$ cat config.mk
export PLATFORM = sky130hd
export DESIGN_NAME = sar_serial_seq
export DESIGN_NICKNAME = d
export VERILOG_FILES = /design/src/rtl/sarseq_pkg.sv /design/src/rtl/sarseq_ctrl.sv /design/src/rtl/sarseq_search.sv /design/src/rtl/sarseq_dout.sv /design/src/rtl/sar_serial_seq.sv
export SDC_FILE = /design/constraint.sdc
export NUM_CORES = 1
export LEC_CHECK = 0
export BUFFER_PORTS_ARGS = -buffer_cell sky130_fd_sc_hd__buf_4
export CAP_MARGIN = 20
export CORE_MARGIN = 2
export CORE_UTILIZATION = 49
export DETAILED_ROUTE_END_ITERATION = 6
export GPL_ROUTABILITY_DRIVEN = 0
export MAX_ROUTING_LAYER = met4
export PLACE_DENSITY = 0.73
export SETUP_SLACK_MARGIN = 0.02
export SLEW_MARGIN = 20
export SYNTH_ARGS = -nofsm -noshare
export SYNTH_HDL_FRONTEND = slang
export SYNTH_SLANG_ARGS = --single-unit
export TNS_END_PERCENT = 100
$ cat constraint.sdc
create_clock -name clk -period 1.45 [get_ports clk]
set_input_delay 0.145 -clock clk [delete_from_list [all_inputs] [get_ports clk]]
set_output_delay 0.145 -clock clk [all_outputs]
set_load 0.005 [all_outputs]
$ cat src/rtl/sarseq_pkg.sv
package sarseq_pkg;

    typedef enum logic [2:0] {
        PH_IDLE,
        PH_SGL,
        PH_ODD,
        PH_CONV,
        PH_REPLAY,
        PH_HOLD
    } phase_t;

    typedef enum logic [1:0] {
        NEG_GND = 2'b00,
        NEG_CH0 = 2'b01,
        NEG_CH1 = 2'b10
    } neg_src_t;

    typedef struct packed {
        logic     pos_ch1;
        neg_src_t neg;
    } mux_sel_t;

    localparam mux_sel_t MUX_RESET = '{pos_ch1: 1'b0, neg: NEG_GND};

    // Turn the mode bit and the odd bit into multiplexer controls.
    function automatic mux_sel_t decode_assign(input logic single, input logic odd);
        mux_sel_t m;
        if (single) begin
            m.pos_ch1 = odd;
            m.neg     = NEG_GND;
        end else if (!odd) begin
            m.pos_ch1 = 1'b0;
            m.neg     = NEG_CH1;
        end else begin
            m.pos_ch1 = 1'b1;
            m.neg     = NEG_CH0;
        end
        return m;
    endfunction

endpackage

$ cat src/rtl/sarseq_ctrl.sv
module sarseq_ctrl
    import sarseq_pkg::*;
#(
    parameter int RES_W = 8
) (
    input  logic                         clk,
    input  logic                         rst,
    input  logic                         cs_n,
    input  logic                         di,
    output phase_t                       phase,
    output logic [$clog2(RES_W)-1:0]     cnt,
    output mux_sel_t                     mux
);
    localparam int CNT_W = $clog2(RES_W);
    localparam logic [CNT_W-1:0] CNT_TOP = CNT_W'(RES_W - 1);
    localparam logic [CNT_W-1:0] CNT_ONE = CNT_W'(1);

    logic clr;
    logic sgl_q;

    assign clr = rst | cs_n;

    always_ff @(posedge clk) begin
        if (clr) begin
            phase <= PH_IDLE;
            cnt   <= '0;
            sgl_q <= 1'b0;
            mux   <= MUX_RESET;
        end else begin
            unique case (phase)
                PH_IDLE:   if (di) phase <= PH_SGL;
                PH_SGL: begin
                    sgl_q <= di;
                    phase <= PH_ODD;
                end
                PH_ODD: begin
                    mux   <= decode_assign(sgl_q, di);
                    cnt   <= CNT_TOP;
                    phase <= PH_CONV;
                end
                PH_CONV: begin
                    if (cnt == '0) begin
                        cnt   <= CNT_ONE;
                        phase <= PH_REPLAY;
                    end else begin
                        cnt <= cnt - CNT_ONE;
                    end
                end
                PH_REPLAY: begin
                    if (cnt == CNT_TOP) phase <= PH_HOLD;
                    else                cnt   <= cnt + CNT_ONE;
                end
                PH_HOLD:   phase <= PH_HOLD;
                default:   phase <= PH_IDLE;
            endcase
        end
    end

    // a low di while idle keeps the sequencer idle
    a_r2_idle_wait: assert property (@(posedge clk) disable iff (rst)
        (phase == PH_IDLE && !cs_n && !di) |=> phase == PH_IDLE);

    // the decoded assignment holds through the search
    a_r3_mux_held: assert property (@(posedge clk) disable iff (rst)
        (phase == PH_CONV && !cs_n) |=> $stable(mux));

    // the end state is sticky while selected
    a_r9_hold_sticky: assert property (@(posedge clk) disable iff (rst)
        (phase == PH_HOLD && !cs_n) |=> phase == PH_HOLD);

endmodule

$ cat src/rtl/sarseq_search.sv
module sarseq_search
    import sarseq_pkg::*;
#(
    parameter int RES_W = 8
) (
    input  logic                     clk,
    input  logic                     rst,
    input  logic                     cs_n,
    input  phase_t                   phase,
    input  logic [$clog2(RES_W)-1:0] cnt,
    input  logic                     cmp_ge,
    output logic [RES_W-1:0]         trial_code,
    output logic [RES_W-1:0]         result
);
    logic [RES_W-1:0] probe;

    always_comb begin
        probe      = '0;
        probe[cnt] = 1'b1;
        trial_code = (phase == PH_CONV) ? (result | probe) : '0;
    end

    always_ff @(posedge clk) begin
        if (rst || cs_n) begin
            result <= '0;
        end else if (phase == PH_CONV) begin
            result[cnt] <= cmp_ge;
        end
    end

    // each step keeps one trial bit when the comparator reports >=
    a_r5_trial_count: assert property (@(posedge clk) disable iff (rst)
        (phase == PH_CONV && cnt != '0 && !cs_n) |=>
            $countones(trial_code) == $countones($past(trial_code)) + int'($past(cmp_ge)));

endmodule

$ cat src/rtl/sarseq_dout.sv
module sarseq_dout
    import sarseq_pkg::*;
#(
    parameter int RES_W = 8
) (
    input  logic                     clk,
    input  logic                     rst,
    input  logic                     cs_n,
    input  phase_t                   phase,
    input  logic [$clog2(RES_W)-1:0] cnt,
    input  logic                     cmp_ge,
    input  logic [RES_W-1:0]         result,
    output logic                     do_bit,
    output logic                     do_en
);
    always_ff @(posedge clk) begin
        if (rst || cs_n) begin
            do_bit <= 1'b0;
            do_en  <= 1'b0;
        end else begin
            unique case (phase)
                PH_ODD: begin
                    do_en  <= 1'b1;
                    do_bit <= 1'b0;
                end
                PH_CONV:   do_bit <= cmp_ge;
                PH_REPLAY: do_bit <= result[cnt];
                default:   do_bit <= do_bit;
            endcase
        end
    end

    // data out stays released until the assignment is complete
    a_r4_quiet_addr: assert property (@(posedge clk) disable iff (rst)
        (phase == PH_IDLE || phase == PH_SGL || phase == PH_ODD) |-> !do_en);

endmodule

$ cat src/rtl/sar_serial_seq.sv
module sar_serial_seq
    import sarseq_pkg::*;
#(
    parameter int RES_W = 8
) (
    input  logic             clk,
    input  logic             rst,
    input  logic             cs_n,
    input  logic             di,
    input  logic             cmp_ge,
    output logic [RES_W-1:0] trial_code,
    output logic             mux_pos_ch1,
    output logic [1:0]       mux_neg,
    output logic             do_bit,
    output logic             do_en
);
    localparam int CNT_W = $clog2(RES_W);

    phase_t           phase;
    logic [CNT_W-1:0] cnt;
    mux_sel_t         mux;
    logic [RES_W-1:0] result;

    sarseq_ctrl #(.RES_W(RES_W)) u_ctrl (
        .clk   (clk),
        .rst   (rst),
        .cs_n  (cs_n),
        .di    (di),
        .phase (phase),
        .cnt   (cnt),
        .mux   (mux)
    );

    sarseq_search #(.RES_W(RES_W)) u_search (
        .clk        (clk),
        .rst        (rst),
        .cs_n       (cs_n),
        .phase      (phase),
        .cnt        (cnt),
        .cmp_ge     (cmp_ge),
        .trial_code (trial_code),
        .result     (result)
    );

    sarseq_dout #(.RES_W(RES_W)) u_dout (
        .clk    (clk),
        .rst    (rst),
        .cs_n   (cs_n),
        .phase  (phase),
        .cnt    (cnt),
        .cmp_ge (cmp_ge),
        .result (result),
        .do_bit (do_bit),
        .do_en  (do_en)
    );

    assign mux_pos_ch1 = mux.pos_ch1;
    assign mux_neg     = mux.neg;

    // a high select empties every output on the next edge
    a_r1_clear: assert property (@(posedge clk) disable iff (rst)
        cs_n |=> (!do_en && !do_bit && trial_code == '0 && mux_neg == 2'b00 && !mux_pos_ch1));

    // every search decision reaches data out one edge later
    a_r6_decision_out: assert property (@(posedge clk) disable iff (rst)
        (phase == PH_CONV && !cs_n) |=> (do_en && do_bit == $past(cmp_ge)));

    // the negative-input select never names two sources at once
    a_r3_neg_onehot: assert property (@(posedge clk) disable iff (rst)
        $onehot0(mux_neg));

    // after the stream ends data out is frozen and driven
    a_r9_frozen: assert property (@(posedge clk) disable iff (rst)
        (phase == PH_HOLD && !cs_n) |=> ($stable(do_bit) && do_en && trial_code == '0));

endmodule

; Word level (Yosys, flattened, before mapping)
; Index checks and enable logic that the tools add are counted.
[totals]
elab_cells = 47
input_bits = 5
register_bits = 20
out_inout_bits = 13
[op_classes]
mux = 16
reduce_logical = 7
addsub = 2
n_eq_ne = 10
bitwise_logic = 2
order_cmp = 2
[op_table]
columns = operator, n
row1 = 3-bit 2-to-1 mux, 7
row2 = 3-bit one-hot mux with 6 select lines, 1
row3 = 3-bit == test (second input constant), 3
row4 = 3-bit one-hot mux with 3 select lines, 1
row5 = 8-bit bitwise mux, 1
row6 = 8-bit 2-to-1 mux, 1
row7 = 8-bit OR, 1
row8 = 3-bit by 2-bit == test with 1-bit output (second input constant), 2
row9 = 3-bit logical NOT, 2
row10 = 3-bit by 4-bit less-than comparator with 1-bit output (second input constant), 1
row11 = 2-bit by 1-bit inequality test with 1-bit output (second input constant), 2
row12 = 2-bit inequality test (second input constant), 2
row13 = 3-bit by 1-bit adder with 3-bit output (second input constant), 1
row14 = 1-bit binary-select mux with 3-bit select, 1
row15 = 1-bit demux with 3-bit select, 1
row16 = 3-bit by 1-bit == test with 1-bit output (second input constant), 1
row17 = 3-bit by 1-bit >= comparator with 1-bit output (second input constant), 1
row18 = 1-bit one-hot mux with 3 select lines, 1
row19 = 3-bit AND reduction, 1
row20 = 3-bit nonzero test, 1
row21 = 3-bit by 1-bit subtractor with 3-bit output (second input constant), 1
row22 = 1-bit 2-to-1 mux, 2
row23 = 2-bit AND reduction, 1
row24 = 1-bit logical AND, 1
row25 = other kinds (2), 2

; Logic depth before layout (Yosys ltp)
[depth]
word_depth = 6
ltp_mapped = 7
ltp_nobuf = 6

; Hierarchy
; Synthesis repeated with hierarchy kept, for this count alone.
[unflattened]
cells_unflattened = 147
hier_area_um2 = 1302.5
[by_module_without_submodules]
columns = module, cells_per_inst, n_inst, area_each_um2
row1 = sarseq_ctrl, 66, 1, 581.8
row2 = sarseq_search, 62, 1, 538.0
row3 = sarseq_dout, 19, 1, 182.7

; Worst setup path after synthesis
; No wires, ideal clock.
[synth_timing]
path_type = reg-to-reg
startpoint = register u_ctrl.cnt[0]
endpoint = register u_ctrl.phase[1]
required_ns = 1.358
path_stages_with_launch = 7
t_arrival_ns = 1.394
slack_ns = -0.036
synth_period_minus_slack_ns = 1.486
cell_sequence = dfxtp_1 > buf_4 > clkinv_1 > ha_1 > ha_1 > and3_1 > nor4_1
[synth_via]
elab_chain_cells = 3
word_cells_on_any_way = 5
classes_between = eq/ne (3) / reduce/logical (2)
[synth_rtl]
columns = item, line
row1 = from (decl), sarseq_ctrl.sv:11  ; output logic [$clog2(RES_W)-1:0] cnt,
row2 = from (signal assigned), sarseq_ctrl.sv:46  ; cnt <= cnt - CNT_ONE;
row3 = from (signal assigned), sarseq_ctrl.sv:51  ; else cnt <= cnt + CNT_ONE;
row4 = 3-bit == test / 3-bit logical NOT (equally long branches), "sarseq_ctrl.sv:50, sarseq_ctrl.sv:42"
row5 = 2-bit by 1-bit inequality test with 1-bit output (no source line), --
row6 = 3-bit AND reduction (no source line) (*), --
row7 = to (signal assigned), sarseq_ctrl.sv:50  ; if (cnt == CNT_TOP) phase <= PH_HOLD;
row8 = to (signal assigned), sarseq_ctrl.sv:53  ; PH_HOLD: phase <= PH_HOLD;
row9 = to (signal assigned), sarseq_ctrl.sv:54  ; default: phase <= PH_IDLE;
row10 = to (decl), sarseq_ctrl.sv:10  ; output phase_t phase,
; Every way passes the cells marked *; elsewhere a longest branch is shown, timed or not.
; A chain may end at the register's enable or synchronous reset.

; Worst setup path after layout
[layout_timing]
startpoint = register u_ctrl.phase[2]
endpoint = register u_dout.do_bit
[layout_via]
elab_chain_cells = 2
word_cells_on_any_way = 5
classes_between = eq/ne (3) / mux (1) / reduce/logical (1)
[layout_rtl]
columns = item, line
row1 = from (signal assigned), sarseq_ctrl.sv:25  ; phase <= PH_IDLE;
row2 = from (signal assigned), sarseq_ctrl.sv:31  ; PH_IDLE: if (di) phase <= PH_SGL;
row3 = from (signal assigned), sarseq_ctrl.sv:34  ; phase <= PH_ODD;
row4 = 3-bit == test / 3-bit by 2-bit == test with 1-bit output (equally long branches), sarseq_dout.sv:21  ; unique case (phase)
row5 = 1-bit one-hot mux with 3 select lines / 3-bit nonzero test (equally long branches), --
row6 = to (signal assigned), sarseq_dout.sv:26  ; PH_CONV: do_bit <= cmp_ge;
row7 = to (signal assigned), sarseq_dout.sv:27  ; PH_REPLAY: do_bit <= result[cnt];
row8 = to (signal assigned), sarseq_dout.sv:28  ; default: do_bit <= do_bit;
row9 = to (decl), sarseq_dout.sv:13  ; output logic do_bit,
; Parallel ways exist; a longest one is shown, timed or not.

==> Implementation_results.wiki <==
{| class="wikitable"
! Metric !! Value
|-
| Netlist Area Pre-Place || 1150 um2
|-
| Via density per instance || 5.969
|-
| Path class of the lowest-slack min-delay path || in2reg
|-
| Signed area change from the synthesized netlist to the final layout || 42.11%
|-
| Slack of the critical path || -77.79 ps
|-
| Clock sink count || 20
|-
| RSZ-0062 raised after global routing || yes
|-
| Cell count after synthesis || 140
|-
| Width of the die || 52.44 um
|-
| Clock latency reported for the late side of the worst-skew pair || 310 ps
|-
| Overall routing resource usage || 0.2400
|-
| Starting density of the core || 0.5198
|-
| Commonest non-fill, non-tap cell in the layout || sky130_fd_sc_hd__buf_4
|-
| Worst setup slack after placement || -55.23 ps
|-
| Internal power summed over all cells || 0.7382 mW
|-
| Die Span Y || 52.44 um
|-
| Post-route DRC || 0
|-
| Hold slack final || 104.3 ps
|-
| Detailed Route WL || 3.442 mm
|-
| I/O Buffers || 17
|-
| Global-route wire length before repair || 4.712 mm
|-
| Placed cell count || 186
|-
| Number of distinct library cells after synthesis || 38
|-
| Sw Share || 0.2459
|-
| Share of the core filled with cells || 0.7387
|-
| Signal arrival time at the worst endpoint || 1770 ps
|-
| Maximum fanout along the worst path || 6
|-
| Startpoint kind of the worst setup timing path || register
|-
| Total number of vias || 1170
|-
| Worst Max-Slew Pin Slew || 310.5 ps
|-
| Worst IR drop on VDD || 623.9 uV
|-
| Final routed wire length divided by cell count || 17.56 um
|-
| Number of antenna violations at the first check in global routing || 0
|-
| Failing checks || negative setup slack
|-
| Fraction of power consumed by combinational cells || 0.091
|-
| Row count || 17
|-
| Number of warning messages in the yosys log || 0
|-
| CTS max path bufs || 2
|-
| Half-perimeter wire length after detailed placement || 1.824 mm
|-
| Clock tree from TritonCTS || yes
|-
| Nets || 179
|-
| P_sw || 0.2408 mW
|-
| Clock power frac || 0.344
|-
| Number of standard cells in the final layout excluding fillers || 196
|-
| Maximum number of pins on one net before global-route repair || 16
|-
| Register bit count reported by yosys || 20
|-
| Total Die Area || 2750 um2
|-
| Flop pwr share || 0.565
|-
| Max-Slew Margin vs Limit || 0.7930
|-
| Pins Over Slew Limit || 0
|-
| Post-CTS Hold Fix Bufs || 0
|-
| Cell area power density || 599.1 nW/um2
|-
| Crit end category || register
|-
| Final total power || 0.9790 mW
|-
| Clock root buffer || sky130_fd_sc_hd__clkbuf_4
|-
| Mean Syn Cell Area || 8.213 um2
|-
| Starting DRT DRC Count || 29
|-
| Final min period || 1528 ps
|-
| Final Hold Viols || 0
|-
| Clk_skew || 5.514 ps
|-
| Fraction of final layout cells with drive strength greater than 1 || 0.4464
|-
| Number of ports placed on the die boundary || 18
|-
| Status || complete, but fails checks
|-
| Core box area || 2212 um2
|-
| Number of buffers added by the clock tree synthesis step || 3
|-
| Vias in the first global route || 1039
|-
| Leakage power total || 0.6482 nW
|-
| Congestion Overflow GR || 0
|-
| Data required time at the worst endpoint || 1700 ps
|-
| Ant diodes || 0
|-
| Max Clk Rate || 654.5 MHz
|-
| First-pass iteration count of the detailed router || 4
|-
| Critical path type || reg2reg
|-
| Maximum level of the CTS H-tree || 1
|-
| Final setup viols || 8
|-
| Mapped Nets || 150
|-
| Period utilization || 1.054
|-
| Final ANT Viol Nets || 0
|-
| Most used cells in the layout excluding fill and tap cells || sky130_fd_sc_hd__buf_4, sky130_fd_sc_hd__nor2_1, sky130_fd_sc_hd__dfxtp_1, sky130_fd_sc_hd__mux2i_1
|-
| Post-CTS clock slew at the launch and capture registers of the worst setup and hold paths || 120 ps
|-
| Maxcap violations || 0
|-
| Sequential fraction of the synthesis area || 0.3482
|}
layout make-up:
class,count,area [um2]
Sequential cell,20,419.2
Multi-Input combinational cell,104,823.3
Inverter,5,20.02
Clock buffer,4,36.28
Tap cell,28,35.03
Fill cell,162,578.1
Timing Repair Buffer,35,300.3
power by group through the flow:
stage / clock [mW] / combinational [mW] / sequential [mW]
after floorplan: 0 / 0.0486 / 0.570
after global placement: 0 / 0.0717 / 0.572
after detailed placement: 0 / 0.0732 / 0.572
after CTS: 0.335 / 0.0775 / 0.556
after global routing: 0.368 / 0.0975 / 0.554
final: 0.337 / 0.0892 / 0.553
cell families (layout without fill, tap and decap cells):
kind of cell | Yosys count | in the layout | share of synthesized area
DFF | 20 | 20 | 0.3482
AOI/OAI and AO/OA | 31 | 31 | 0.1752
adders and majority gates | 5 | 5 | 0.05441
muxes | 15 | 15 | 0.1317
buffers and inverters | 16 | 44 | 0.06637
and+or+nand+nor | 53 | 53 | 0.2242
flip-flops by register name (all words and copies together) (netlist names):
| register | count |
|---|---|
| u_ctrl.cnt | 3 |
| u_ctrl.mux | 3 |
| u_ctrl.phase | 3 |
| u_ctrl.sgl_q | 1 |
| u_dout.do_bit | 1 |
| u_dout.do_en | 1 |
| u_search.result | 8 |
per-layer routing:
layer / vias up / GRT usage / routed length (um)
met1: 568 / 0.2995 / 1404
met4: 0 / 0.1239 / 150
met5: - / - / 0
li1: 542 / - / -
met3: 14 / 0.04571 / 155
met2: 46 / 0.3688 / 1731
worst max-delay path: stages (launching register included):
cell	delay, ps
sky130_fd_sc_hd__dfxtp_4	360
sky130_fd_sc_hd__buf_4	120
sky130_fd_sc_hd__or3b_4	420
sky130_fd_sc_hd__a21oi_1	220
sky130_fd_sc_hd__o211ai_1	160
sky130_fd_sc_hd__a21oi_1	180
through the flow:
step,area (um2),TNS [ps]
5_1_grt,1634,-877.6
6_report,1634,-335.6
3_5_place_dp,1346,-60.43
3_3_place_gp,1346,0
4_1_cts,1511,0
2_1_floorplan,1151,0
synth_stat cells:
master | instances | area share
sky130_fd_sc_hd__a31oi_1 | 2 | 0.011
sky130_fd_sc_hd__clkinv_1 | 1 | 0.0033
sky130_fd_sc_hd__ha_1 | 5 | 0.054
sky130_fd_sc_hd__a21o_1 | 1 | 0.0065
sky130_fd_sc_hd__inv_1 | 4 | 0.013
sky130_fd_sc_hd__buf_4 | 1 | 0.0065
sky130_fd_sc_hd__nor4_1 | 1 | 0.0054
sky130_fd_sc_hd__nor3_1 | 2 | 0.0087
sky130_fd_sc_hd__and2b_1 | 1 | 0.0065
sky130_fd_sc_hd__or3b_4 | 1 | 0.0098
sky130_fd_sc_hd__a22oi_1 | 1 | 0.0065
sky130_fd_sc_hd__nand3_1 | 4 | 0.017
sky130_fd_sc_hd__mux2i_1 | 14 | 0.12
sky130_fd_sc_hd__a32oi_1 | 1 | 0.0076
sky130_fd_sc_hd__dfxtp_1 | 20 | 0.35
sky130_fd_sc_hd__a221o_1 | 1 | 0.0087
sky130_fd_sc_hd__o221ai_1 | 1 | 0.0076
sky130_fd_sc_hd__nand2_1 | 6 | 0.020
sky130_fd_sc_hd__nor2b_1 | 2 | 0.011
sky130_fd_sc_hd__a211oi_2 | 1 | 0.011
sky130_fd_sc_hd__buf_2 | 4 | 0.017
sky130_fd_sc_hd__clkbuf_1 | 5 | 0.016
sky130_fd_sc_hd__buf_6 | 1 | 0.0098
sky130_fd_sc_hd__nor2_1 | 25 | 0.082
sky130_fd_sc_hd__o21ai_4 | 1 | 0.014
sky130_fd_sc_hd__o211ai_1 | 1 | 0.0065
sky130_fd_sc_hd__a21oi_1 | 15 | 0.065
sky130_fd_sc_hd__and3b_1 | 1 | 0.0076
sky130_fd_sc_hd__mux2_2 | 1 | 0.0098
sky130_fd_sc_hd__o21ai_0 | 4 | 0.017
sky130_fd_sc_hd__nand3b_1 | 2 | 0.013
sky130_fd_sc_hd__o22ai_1 | 1 | 0.0054
sky130_fd_sc_hd__nand2b_1 | 1 | 0.0054
sky130_fd_sc_hd__and3_1 | 4 | 0.022
sky130_fd_sc_hd__or2_2 | 1 | 0.0054
sky130_fd_sc_hd__nor2_2 | 1 | 0.0054
sky130_fd_sc_hd__or3_1 | 1 | 0.0054
sky130_fd_sc_hd__a22o_1 | 1 | 0.0076
repair_timing:
action,in CTS,in global routing
pin swaps,8,8
setup buffers,5,2
resized for setup,29,26
endpoints found under the setup margin,10,17
endpoints found under the hold margin,0,0
worst paths after layout:
check | slack [ps] | startpoint | to | cells after the start
hold / removal | 100 | di | u_ctrl.mux[2] | 3
setup reg to reg | -80 | u_ctrl.phase[2] | u_dout.do_bit | 5
hold reg to reg | 500 | u_ctrl.mux[2] | u_ctrl.mux[2] | 2
setup / recovery | -80 | u_ctrl.phase[2] | u_dout.do_bit | 5
(Power assumes the default switching activity.)
